**src/rtl/lsd_guard_pkg.sv**
```systemverilog
package lsd_guard_pkg;

    typedef enum logic [1:0] {
        CH_IDLE  = 2'd0,
        CH_BLANK = 2'd1,
        CH_RUN   = 2'd2,
        CH_TRIP  = 2'd3
    } ch_state_t;

endpackage

```
**src/rtl/lsd_blank_timer.sv**
```systemverilog
module lsd_blank_timer #(
    parameter int BLANK_CYCLES = 30000
) (
    input  logic clk,
    input  logic rst_n,
    input  logic restart,
    output logic expired
);
    localparam int CW = $clog2(BLANK_CYCLES + 1);

    logic [CW-1:0] remain_q;

    always_ff @(posedge clk or negedge rst_n) begin
        if (!rst_n) begin
            remain_q <= '0;
        end else if (restart) begin
            remain_q <= CW'(BLANK_CYCLES);
        end else if (remain_q != '0) begin
            remain_q <= remain_q - 1'b1;
        end
    end

    assign expired = (remain_q == '0);

endmodule

```
**src/rtl/lsd_channel_fsm.sv**
```systemverilog
module lsd_channel_fsm
    import lsd_guard_pkg::*;
(
    input  logic clk,
    input  logic rst_n,
    input  logic commit,
    input  logic cmd_on,
    input  logic limit_mode,
    input  logic oc,
    input  logic ot,
    input  logic blank_done,
    output logic gate_en,
    output logic latched
);
    ch_state_t state_q, state_d;
    logic      conducting;
    logic      short_hit;

    assign short_hit = oc && !limit_mode;

    // state register
    always_ff @(posedge clk or negedge rst_n) begin
        if (!rst_n) begin
            state_q <= CH_IDLE;
        end else begin
            state_q <= state_d;
        end
    end

    // next-state logic; a write strobe overrides every other transition
    always_comb begin
        state_d = state_q;
        if (commit) begin
            state_d = cmd_on ? CH_BLANK : CH_IDLE;
        end else begin
            unique case (state_q)
                CH_IDLE: begin
                    if (cmd_on) state_d = CH_BLANK;
                end
                CH_BLANK: begin
                    if (!cmd_on)         state_d = CH_IDLE;
                    else if (ot)         state_d = CH_TRIP;
                    else if (blank_done) state_d = short_hit ? CH_TRIP : CH_RUN;
                end
                CH_RUN: begin
                    if (!cmd_on)              state_d = CH_IDLE;
                    else if (ot || short_hit) state_d = CH_TRIP;
                end
                CH_TRIP: begin
                    state_d = CH_TRIP;
                end
            endcase
        end
    end

    // outputs
    always_comb begin
        unique case (state_q)
            CH_BLANK, CH_RUN: begin
                conducting = 1'b1;
                latched    = 1'b0;
            end
            CH_TRIP: begin
                conducting = 1'b0;
                latched    = 1'b1;
            end
            CH_IDLE: begin
                conducting = 1'b0;
                latched    = 1'b0;
            end
        endcase
    end

    assign gate_en = conducting && cmd_on;

endmodule

```
**src/rtl/lsd_guard.sv**
```systemverilog
module lsd_guard #(
    parameter int CHANNELS     = 8,
    parameter int BLANK_CYCLES = 30000
) (
    input  logic                clk,
    input  logic                rst_n,
    input  logic                commit,
    input  logic [CHANNELS-1:0] cmd_on,
    input  logic                limit_mode,
    input  logic [CHANNELS-1:0] oc_flag,
    input  logic [CHANNELS-1:0] ot_flag,
    input  logic [CHANNELS-1:0] vout_high,
    output logic [CHANNELS-1:0] gate_en,
    output logic [CHANNELS-1:0] status
);
    logic                blank_done;
    logic [CHANNELS-1:0] latched;

    lsd_blank_timer #(
        .BLANK_CYCLES(BLANK_CYCLES)
    ) u_timer (
        .clk     (clk),
        .rst_n   (rst_n),
        .restart (commit),
        .expired (blank_done)
    );

    for (genvar i = 0; i < CHANNELS; i++) begin : g_ch
        lsd_channel_fsm u_fsm (
            .clk        (clk),
            .rst_n      (rst_n),
            .commit     (commit),
            .cmd_on     (cmd_on[i]),
            .limit_mode (limit_mode),
            .oc         (oc_flag[i]),
            .ot         (ot_flag[i]),
            .blank_done (blank_done),
            .gate_en    (gate_en[i]),
            .latched    (latched[i])
        );
    end

    // a latched channel floats its drain high, so it always reports a fault
    assign status = vout_high | latched;

endmodule

```
**config.mk**
```make
export PLATFORM = sky130hd
export DESIGN_NAME = lsd_guard
export DESIGN_NICKNAME = d
export VERILOG_FILES = /design/src/rtl/lsd_guard_pkg.sv /design/src/rtl/lsd_blank_timer.sv /design/src/rtl/lsd_channel_fsm.sv /design/src/rtl/lsd_guard.sv
export SDC_FILE = /design/constraint.sdc
export NUM_CORES = 1
export LEC_CHECK = 0
export ABC_AREA = 1
export BUFFER_PORTS_ARGS = -buffer_cell sky130_fd_sc_hd__buf_2
export CORE_UTILIZATION = 50
export CTS_CLUSTER_SIZE = 8
export DETAILED_ROUTE_END_ITERATION = 16
export PLACE_DENSITY = 0.73
export SLEW_MARGIN = 20
export SYNTH_ARGS = -nofsm -noshare
export SYNTH_HDL_FRONTEND = slang
export SYNTH_SLANG_ARGS = --single-unit
```
**constraint.sdc**
```tcl
create_clock -name clk -period 3 [get_ports clk]
set_input_delay 0.6 -clock clk [delete_from_list [all_inputs] [get_ports clk]]
set_output_delay 0.6 -clock clk [all_outputs]
set_load 0.01 [all_outputs]
```
Word-level counts from Yosys, hierarchy flattened
Cells that the tools add are included.
W data, S select, Z words.
{"block": "word_totals", "register_bits": 31, "out_inout_bits": 16, "input_bits": 36, "elab_cells": 225}
{"block": "classes", "n_addsub": 1, "n_eq_ne": 48, "n_bitwise": 1, "muxes": 98, "reduce_logical": 68}
{"op": "$mux W2", "n": 56}
{"op": "$pmux W2 S4", "n": 8}
{"op": "$ne A5 B5 Y1 const B", "n": 8}
{"op": "$eq A2 B2 Y1 const B", "n": 16}
{"op": "$ne A4 B3 Y1 const B", "n": 8}
{"op": "$pmux W1 S2", "n": 16}
{"op": "$reduce_or A2 Y1", "n": 16}
{"op": "$mux W15", "n": 2}
{"op": "$ne A3 B3 Y1 const B", "n": 8}
{"op": "$reduce_and A3 Y1", "n": 8}
{"op": "$reduce_or A3 Y1", "n": 8}
{"op": "$eq A2 B1 Y1 const B", "n": 8}
{"op": "$logic_and A1 B1 Y1", "n": 16}
{"op": "$logic_not A2 Y1", "n": 8}
{"op": "$mux W1", "n": 16}
{"op": "$logic_not A15 Y1", "n": 1}
{"op": "$reduce_bool A15 Y1", "n": 1}
{"op": "$sub A15 B1 Y15 const B", "n": 1}
{"op": "$logic_or A1 B1 Y1", "n": 8}
{"op": "$or A8 B8 Y8", "n": 1}
{"op": "$reduce_bool A2 Y1", "n": 1}
{"op": "$logic_not A1 Y1", "n": 1}

Depth between registers and ports, before layout
{"block": "depth", "word_depth": 8, "mapped_depth": 11, "mapped_depth_nobuf": 10}

Hierarchy
From an unflattened synthesis, not the netlist that was laid out.
{"block": "unflattened", "cells_unflattened": 493, "area_unflattened_um2": 3258.1}
{"mod": "lsd_channel_fsm", "n_inst": 8, "area_each_um2": 275.3, "seq_area_each_um2": 50.0, "cells_each": 42}
{"mod": "lsd_blank_timer", "n_inst": 1, "area_each_um2": 965.9, "seq_area_each_um2": 375.4, "cells_each": 133}
{"mod": "lsd_guard", "n_inst": 1, "area_each_um2": 90.1, "seq_area_each_um2": 0.0, "cells_each": 24}

Least setup slack after synthesis
OpenSTA, ideal clock, no wires.
{"block": "synth_timing", "path_type": "register to output", "from": "register g_ch[3].u_fsm.state_q[0]", "to": "output gate_en[3]", "setup_slack_ns": 1.456, "arrival_ns": 0.944, "n_path_buf": 1, "path_stages_with_launch": 6, "required_ns": 2.400, "cell_sequence": "dfrtp_1 -> inv_1 -> ha_1 -> nand2_1 -> inv_1 -> buf_4"}
{"block": "synth_via", "elab_chain_cells": 4, "elab_cells_between_ends": 8, "cone_classes": "3 x eq/ne; 1 x mux; 4 x reduce/logical"}
{"item": "start: declaration", "line_no": "lsd_channel_fsm.sv:15", "source": "ch_state_t state_q, state_d;"}
{"item": "start signal: assignment", "line_no": "lsd_channel_fsm.sv:26", "source": "state_q <= state_d;"}
{"item": "$eq A2 B2 Y1 (tied with other cells)", "line_no": "lsd_channel_fsm.sv:58", "source": "unique case (state_q)"}
{"item": "$reduce_or A2 Y1 (no line)"}
{"item": "$pmux W1 S2 *", "line_no": "lsd_channel_fsm.sv:58"}
{"item": "$logic_and A1 B1 Y1 *", "line_no": "lsd_channel_fsm.sv:74", "source": "assign gate_en = conducting && cmd_on;"}
{"item": "end: declaration", "line_no": "lsd_guard.sv:13", "source": "output logic [CHANNELS-1:0] gate_en,"}
Every way passes the cells marked *; elsewhere a longest branch is shown, timed or not.

Worst setup path after layout
{"block": "layout_timing", "from": "register g_ch[4].u_fsm.state_q[1]", "to": "output status[4]"}
{"block": "layout_via", "elab_chain_cells": 4, "elab_cells_between_ends": 7, "cone_classes": "3 x eq/ne; 1 x mux; 1 x bitwise; 2 x reduce/logical"}
{"item": "start: declaration", "line_no": "lsd_channel_fsm.sv:15"}
{"item": "start signal: assignment", "line_no": "lsd_channel_fsm.sv:26"}
{"item": "$eq A2 B1 Y1 (tied with other cells)", "line_no": "lsd_channel_fsm.sv:58"}
{"item": "$reduce_or A3 Y1 (no line)"}
{"item": "$pmux W1 S2 *", "line_no": "lsd_channel_fsm.sv:58"}
{"item": "$or A8 B8 Y8 *", "line_no": "lsd_guard.sv:44", "source": "assign status = vout_high | latched;"}
{"item": "end: declaration", "line_no": "lsd_guard.sv:14", "source": "output logic [CHANNELS-1:0] status"}
Marks and branches as above.

==> impl_results.html <==
<table>
<tr><th>Metric</th><th>Value</th></tr>
<tr><th colspan="2">Status</th></tr>
<tr><td>Run status</td><td>completed</td></tr>
<tr><th colspan="2">Routing</th></tr>
<tr><td>Detailed-route vias per instance</td><td>4.79</td></tr>
<tr><td>First-pass DRT Iterations</td><td>4</td></tr>
<tr><td>Vias</td><td>2742</td></tr>
<tr><td>First-iteration detailed-routing DRC count</td><td>118</td></tr>
<tr><td>Final ANT Viol Nets</td><td>0</td></tr>
<tr><td>Avg WL per Cell</td><td>10.3 µm</td></tr>
<tr><td>Aggregate routed wire length</td><td>5930 µm</td></tr>
<tr><td>Drc violations</td><td>0</td></tr>
<tr><th colspan="2">Timing</th></tr>
<tr><td>Fmax achieved</td><td>495 MHz</td></tr>
<tr><td>Final clock skew</td><td>0.00491 ns</td></tr>
<tr><td>Hold Slack</td><td>0.366 ns</td></tr>
<tr><td>Final slew viol count</td><td>0</td></tr>
<tr><td>Normalized max-slew margin</td><td>0.520</td></tr>
<tr><td>Post-route minimum period</td><td>2.02 ns</td></tr>
<tr><td>Final setup vio count</td><td>0</td></tr>
<tr><td>Final critical-path setup slack</td><td>0.980 ns</td></tr>
<tr><td>Final hold viol count</td><td>0</td></tr>
<tr><td>Fin Setup TNS</td><td>0 ns</td></tr>
<tr><td>RSZ-0062 raised after global routing</td><td>false</td></tr>
<tr><td>Transition time at the pin with the least slew margin</td><td>0.720 ns</td></tr>
<tr><td>Portion of the clock cycle consumed by the worst path in the final layout</td><td>0.673</td></tr>
<tr><th colspan="2">Power and ir drop</th></tr>
<tr><td>Power consumption</td><td>1.53 mW</td></tr>
<tr><td>PD cells</td><td>455 nW/µm²</td></tr>
<tr><td>Leakage power of the design</td><td>2.04 nW</td></tr>
<tr><td>Max VDD drop</td><td>0.273 mV</td></tr>
<tr><th colspan="2">Global route</th></tr>
<tr><td>Antenna violations before repair</td><td>0</td></tr>
<tr><td>Largest net degree at the start of global routing</td><td>32</td></tr>
<tr><td>Leftover overflow at the end of global routing</td><td>0</td></tr>
<tr><td>First-pass GRT wire length</td><td>10100 µm</td></tr>
<tr><td>Vias in the first global route</td><td>2441</td></tr>
<tr><td>Gr usage total</td><td>0.199</td></tr>
<tr><th colspan="2">Yosys</th></tr>
<tr><td>Top cells by area, synth</td><td>sky130_fd_sc_hd__dfrtp_1 (26%), sky130_fd_sc_hd__ha_1 (17%), sky130_fd_sc_hd__nand2_1 (14%)</td></tr>
<tr><td>Cell accounting for the most synthesized area</td><td>sky130_fd_sc_hd__dfrtp_1</td></tr>
<tr><td>Cells after synthesis</td><td>455</td></tr>
<tr><td>Total number of yosys warnings</td><td>0</td></tr>
<tr><td>Average cell area after synthesis</td><td>6.63 µm²</td></tr>
<tr><td>Count of unique library cells instantiated by Yosys</td><td>28</td></tr>
<tr><td>Synthesized cell area</td><td>3020 µm²</td></tr>
<tr><td>Net count of the mapped netlist</td><td>532</td></tr>
<tr><td>Post-synthesis register bit count</td><td>31</td></tr>
<tr><td>Proportion of synthesized chip area in sequential cells</td><td>0.257</td></tr>
<tr><td>Share of the synthesized area in the top cell type</td><td>0.257</td></tr>
<tr><th colspan="2">Worst setup path</th></tr>
<tr><td>Endpoint of the lowest-slack register-to-register path</td><td>g_ch[3].u_fsm.state_q[1]</td></tr>
<tr><td>Data required, critical path</td><td>2.40 ns</td></tr>
<tr><td>Peak per-stage delay on the critical path</td><td>0.45 ns</td></tr>
<tr><td>Data arrival time of the critical path</td><td>1.42 ns</td></tr>
<tr><td>Critical path cell sequence</td><td>ha_1 &gt; or2_2 &gt; buf_2</td></tr>
<tr><td>Critical path endpoint category</td><td>output pin</td></tr>
<tr><td>Logic depth of the worst setup path including buffers</td><td>3</td></tr>
<tr><td>Reg-to-reg setup timing slack</td><td>1.32 ns</td></tr>
<tr><td>Worst R2R Start</td><td>u_timer.remain_q[0]</td></tr>
<tr><td>Highest-delay cell along the critical path</td><td>sky130_fd_sc_hd__dfrtp_1</td></tr>
<tr><td>Bufs and invs on worst path</td><td>1</td></tr>
<tr><td>Crit Path Category</td><td>flip-flop to output pin</td></tr>
<tr><td>Family with the most delay on the worst path</td><td>flip-flops</td></tr>
<tr><td>Sort of element at the start of the critical path</td><td>flip-flop</td></tr>
<tr><td>R2R cell count</td><td>10</td></tr>
<tr><td>Worst-path maximum fanout</td><td>5</td></tr>
<tr><th colspan="2">Flow run</th></tr>
<tr><td>Max-cap violations</td><td>0</td></tr>
<tr><th colspan="2">Floorplanning</th></tr>
<tr><td>Initial cell density of the core</td><td>0.532</td></tr>
<tr><td>I/O pin total</td><td>52</td></tr>
<tr><td>Die outline width</td><td>79.7 µm</td></tr>
<tr><td>Area of the die</td><td>6350 µm²</td></tr>
<tr><td>Vertical die dimension</td><td>79.7 µm</td></tr>
<tr><td>Number of cell rows</td><td>27</td></tr>
<tr><td>Core Footprint</td><td>5680 µm²</td></tr>
<tr><th colspan="2">Clocking</th></tr>
<tr><td>CTS root buf</td><td>sky130_fd_sc_hd__clkbuf_8</td></tr>
<tr><td>Insertion delay of the later-clocked pin in the worst-skew pair</td><td>0.28 ns</td></tr>
<tr><td>Hold buffers post-CTS</td><td>0</td></tr>
<tr><td>H-tree lvl count</td><td>2</td></tr>
<tr><td>Clock Path Buffers</td><td>2</td></tr>
<tr><td>Clock tree from TritonCTS</td><td>yes</td></tr>
<tr><td>Setup Buffers After CTS</td><td>0</td></tr>
<tr><td>Number of clock sinks</td><td>31</td></tr>
<tr><td>Clock transition at the registers of the reported paths</td><td>0.07 ns</td></tr>
<tr><td>TritonCTS buffer count</td><td>5</td></tr>
<tr><td>Count of instances resized after the clock tree is built</td><td>0</td></tr>
<tr><th colspan="2">Placement</th></tr>
<tr><td>Dpl cells</td><td>565</td></tr>
<tr><td>Final GP Congestion</td><td>0.831</td></tr>
<tr><td>Hpwl dp</td><td>4530 µm</td></tr>
<tr><td>Total of buffers placed on input and output ports</td><td>51</td></tr>
<tr><td>Post-Place Worst Slack</td><td>0.948 ns</td></tr>
<tr><th colspan="2">Hold path</th></tr>
<tr><td>Hold WC Path Type</td><td>input pin to async pin</td></tr>
<tr><th colspan="2">Layout</th></tr>
<tr><td>Area delta synth-&gt;final</td><td>11.2%</td></tr>
<tr><td>Most frequent cells in the layout</td><td>sky130_fd_sc_hd__nand2_1 (116), sky130_fd_sc_hd__inv_1 (81), sky130_fd_sc_hd__nor2_1 (61), sky130_fd_sc_hd__buf_2 (51), sky130_fd_sc_hd__ha_1 (41)</td></tr>
<tr><td>Register area</td><td>776 µm²</td></tr>
<tr><td>Fraction of final layout cells sized beyond drive strength 1</td><td>0.170</td></tr>
<tr><td>Post-Layout Cell Count</td><td>573</td></tr>
<tr><td>Footprint of the multi-input gates</td><td>1840 µm²</td></tr>
<tr><td>Number of filler instances in the final layout</td><td>576</td></tr>
<tr><td>Most common cell after layout, fill and taps aside</td><td>sky130_fd_sc_hd__nand2_1</td></tr>
<tr><td>Antenna diode count</td><td>0</td></tr>
<tr><td>Layout net count</td><td>577</td></tr>
</table>
cells in the mapped netlist:
| cell | n |
|---|---|
| sky130_fd_sc_hd__or2_2 | 10 |
| sky130_fd_sc_hd__and3_1 | 1 |
| sky130_fd_sc_hd__nor3_1 | 3 |
| sky130_fd_sc_hd__o21bai_1 | 1 |
| sky130_fd_sc_hd__clkbuf_1 | 3 |
| sky130_fd_sc_hd__a21oi_1 | 26 |
| sky130_fd_sc_hd__and2_1 | 7 |
| sky130_fd_sc_hd__ha_1 | 41 |
| sky130_fd_sc_hd__xor2_1 | 1 |
| sky130_fd_sc_hd__nand3_1 | 26 |
| sky130_fd_sc_hd__o21ai_0 | 11 |
| sky130_fd_sc_hd__dfrtp_1 | 31 |
| sky130_fd_sc_hd__nor2_2 | 2 |
| sky130_fd_sc_hd__inv_2 | 1 |
| sky130_fd_sc_hd__nor2_4 | 3 |
| sky130_fd_sc_hd__o21ai_2 | 1 |
| sky130_fd_sc_hd__nand2_1 | 116 |
| sky130_fd_sc_hd__nand4_1 | 5 |
| sky130_fd_sc_hd__nor2_1 | 61 |
| sky130_fd_sc_hd__a31oi_1 | 1 |
| sky130_fd_sc_hd__inv_1 | 81 |
| sky130_fd_sc_hd__o21ai_1 | 1 |
| sky130_fd_sc_hd__o31ai_1 | 1 |
| sky130_fd_sc_hd__nand2_2 | 4 |
| sky130_fd_sc_hd__nand3_2 | 2 |
| sky130_fd_sc_hd__buf_6 | 1 |
| sky130_fd_sc_hd__buf_4 | 9 |
| sky130_fd_sc_hd__nand2_4 | 5 |
metrics by stage:
step	cell area, µm²	utilization
2_1_floorplan	3020	-
3_3_place_gp	3270	0.576
3_5_place_dp	3270	0.576
4_1_cts	3350	0.591
5_1_grt	3350	0.591
6_report	3350	0.591
area by class of cell:
| type | count | share of cell area |
|---|---|---|
| Clock buffer | 7 | 0.0228 |
| Inverter | 82 | 0.0918 |
| Sequential cell | 31 | 0.231 |
| Multi-Input combinational cell | 329 | 0.550 |
| Tap cell | 72 | 0.0269 |
| Clock inverter | 1 | 0.00149 |
| Timing Repair Buffer | 51 | 0.0761 |
metal layers:
layer | vias to the layer above | wire length [µm] | part of all wire | GRT usage
met5 | - | 0 | 0 | 0
met4 | 0 | 51 | 0.0086 | 0.0582
met3 | 5 | 226 | 0.038 | 0.0309
met2 | 53 | 2890 | 0.49 | 0.357
met1 | 1217 | 2760 | 0.47 | 0.243
li1 | 1467 | - | - | -
worst register-to-register path: cells and delay by family (launching register included):
| family | cells | cell delay (ns) |
|---|---|---|
| AND/OR/NAND/NOR | 8 | 0.89 |
| buffers and inverters | 1 | 0.13 |
| flip-flops | 1 | 0.39 |
| adder cells (fa/ha/maj) | 1 | 0.20 |
sequential cells by signal, summed over array words and instances (netlist names):
| name | cells |
|---|---|
| u_timer.remain_q | 15 |
| g_ch.u_fsm.state_q | 16 |
kinds of logic after synthesis:
kind of cell	Yosys count	share of synthesized area
AOI/OAI and AO/OA	42	0.0730
adders and majority gates	41	0.170
buffers and inverters	95	0.132
xor gates and xnor gates	1	0.00290
and+or+nand+nor	245	0.365
DFF	31	0.257
power by group:
part | switching (mW) | internal, mW | leakage, nW
Combinational | 0.375 | 0.261 | 1.62
Clock | 0.157 | 0.163 | 0.0422
Sequential | 0.0892 | 0.481 | 0.371
how the worst max path moves through the flow:
| stage | startpoint | end | slack [ns] |
|---|---|---|---|
| floorplan | g_ch[3].u_fsm.state_q[0] | gate_en[3] | 1.46 |
| global placement | commit | g_ch[0].u_fsm.state_q[0] | 0.99 |
| detailed placement | commit | g_ch[0].u_fsm.state_q[0] | 0.95 |
| CTS | g_ch[4].u_fsm.state_q[1] | status[4] | 0.98 |
| global route | g_ch[4].u_fsm.state_q[0] | status[4] | 0.95 |
| finish | g_ch[4].u_fsm.state_q[1] | status[4] | 0.98 |
Power figures use the tool's default switching activity.
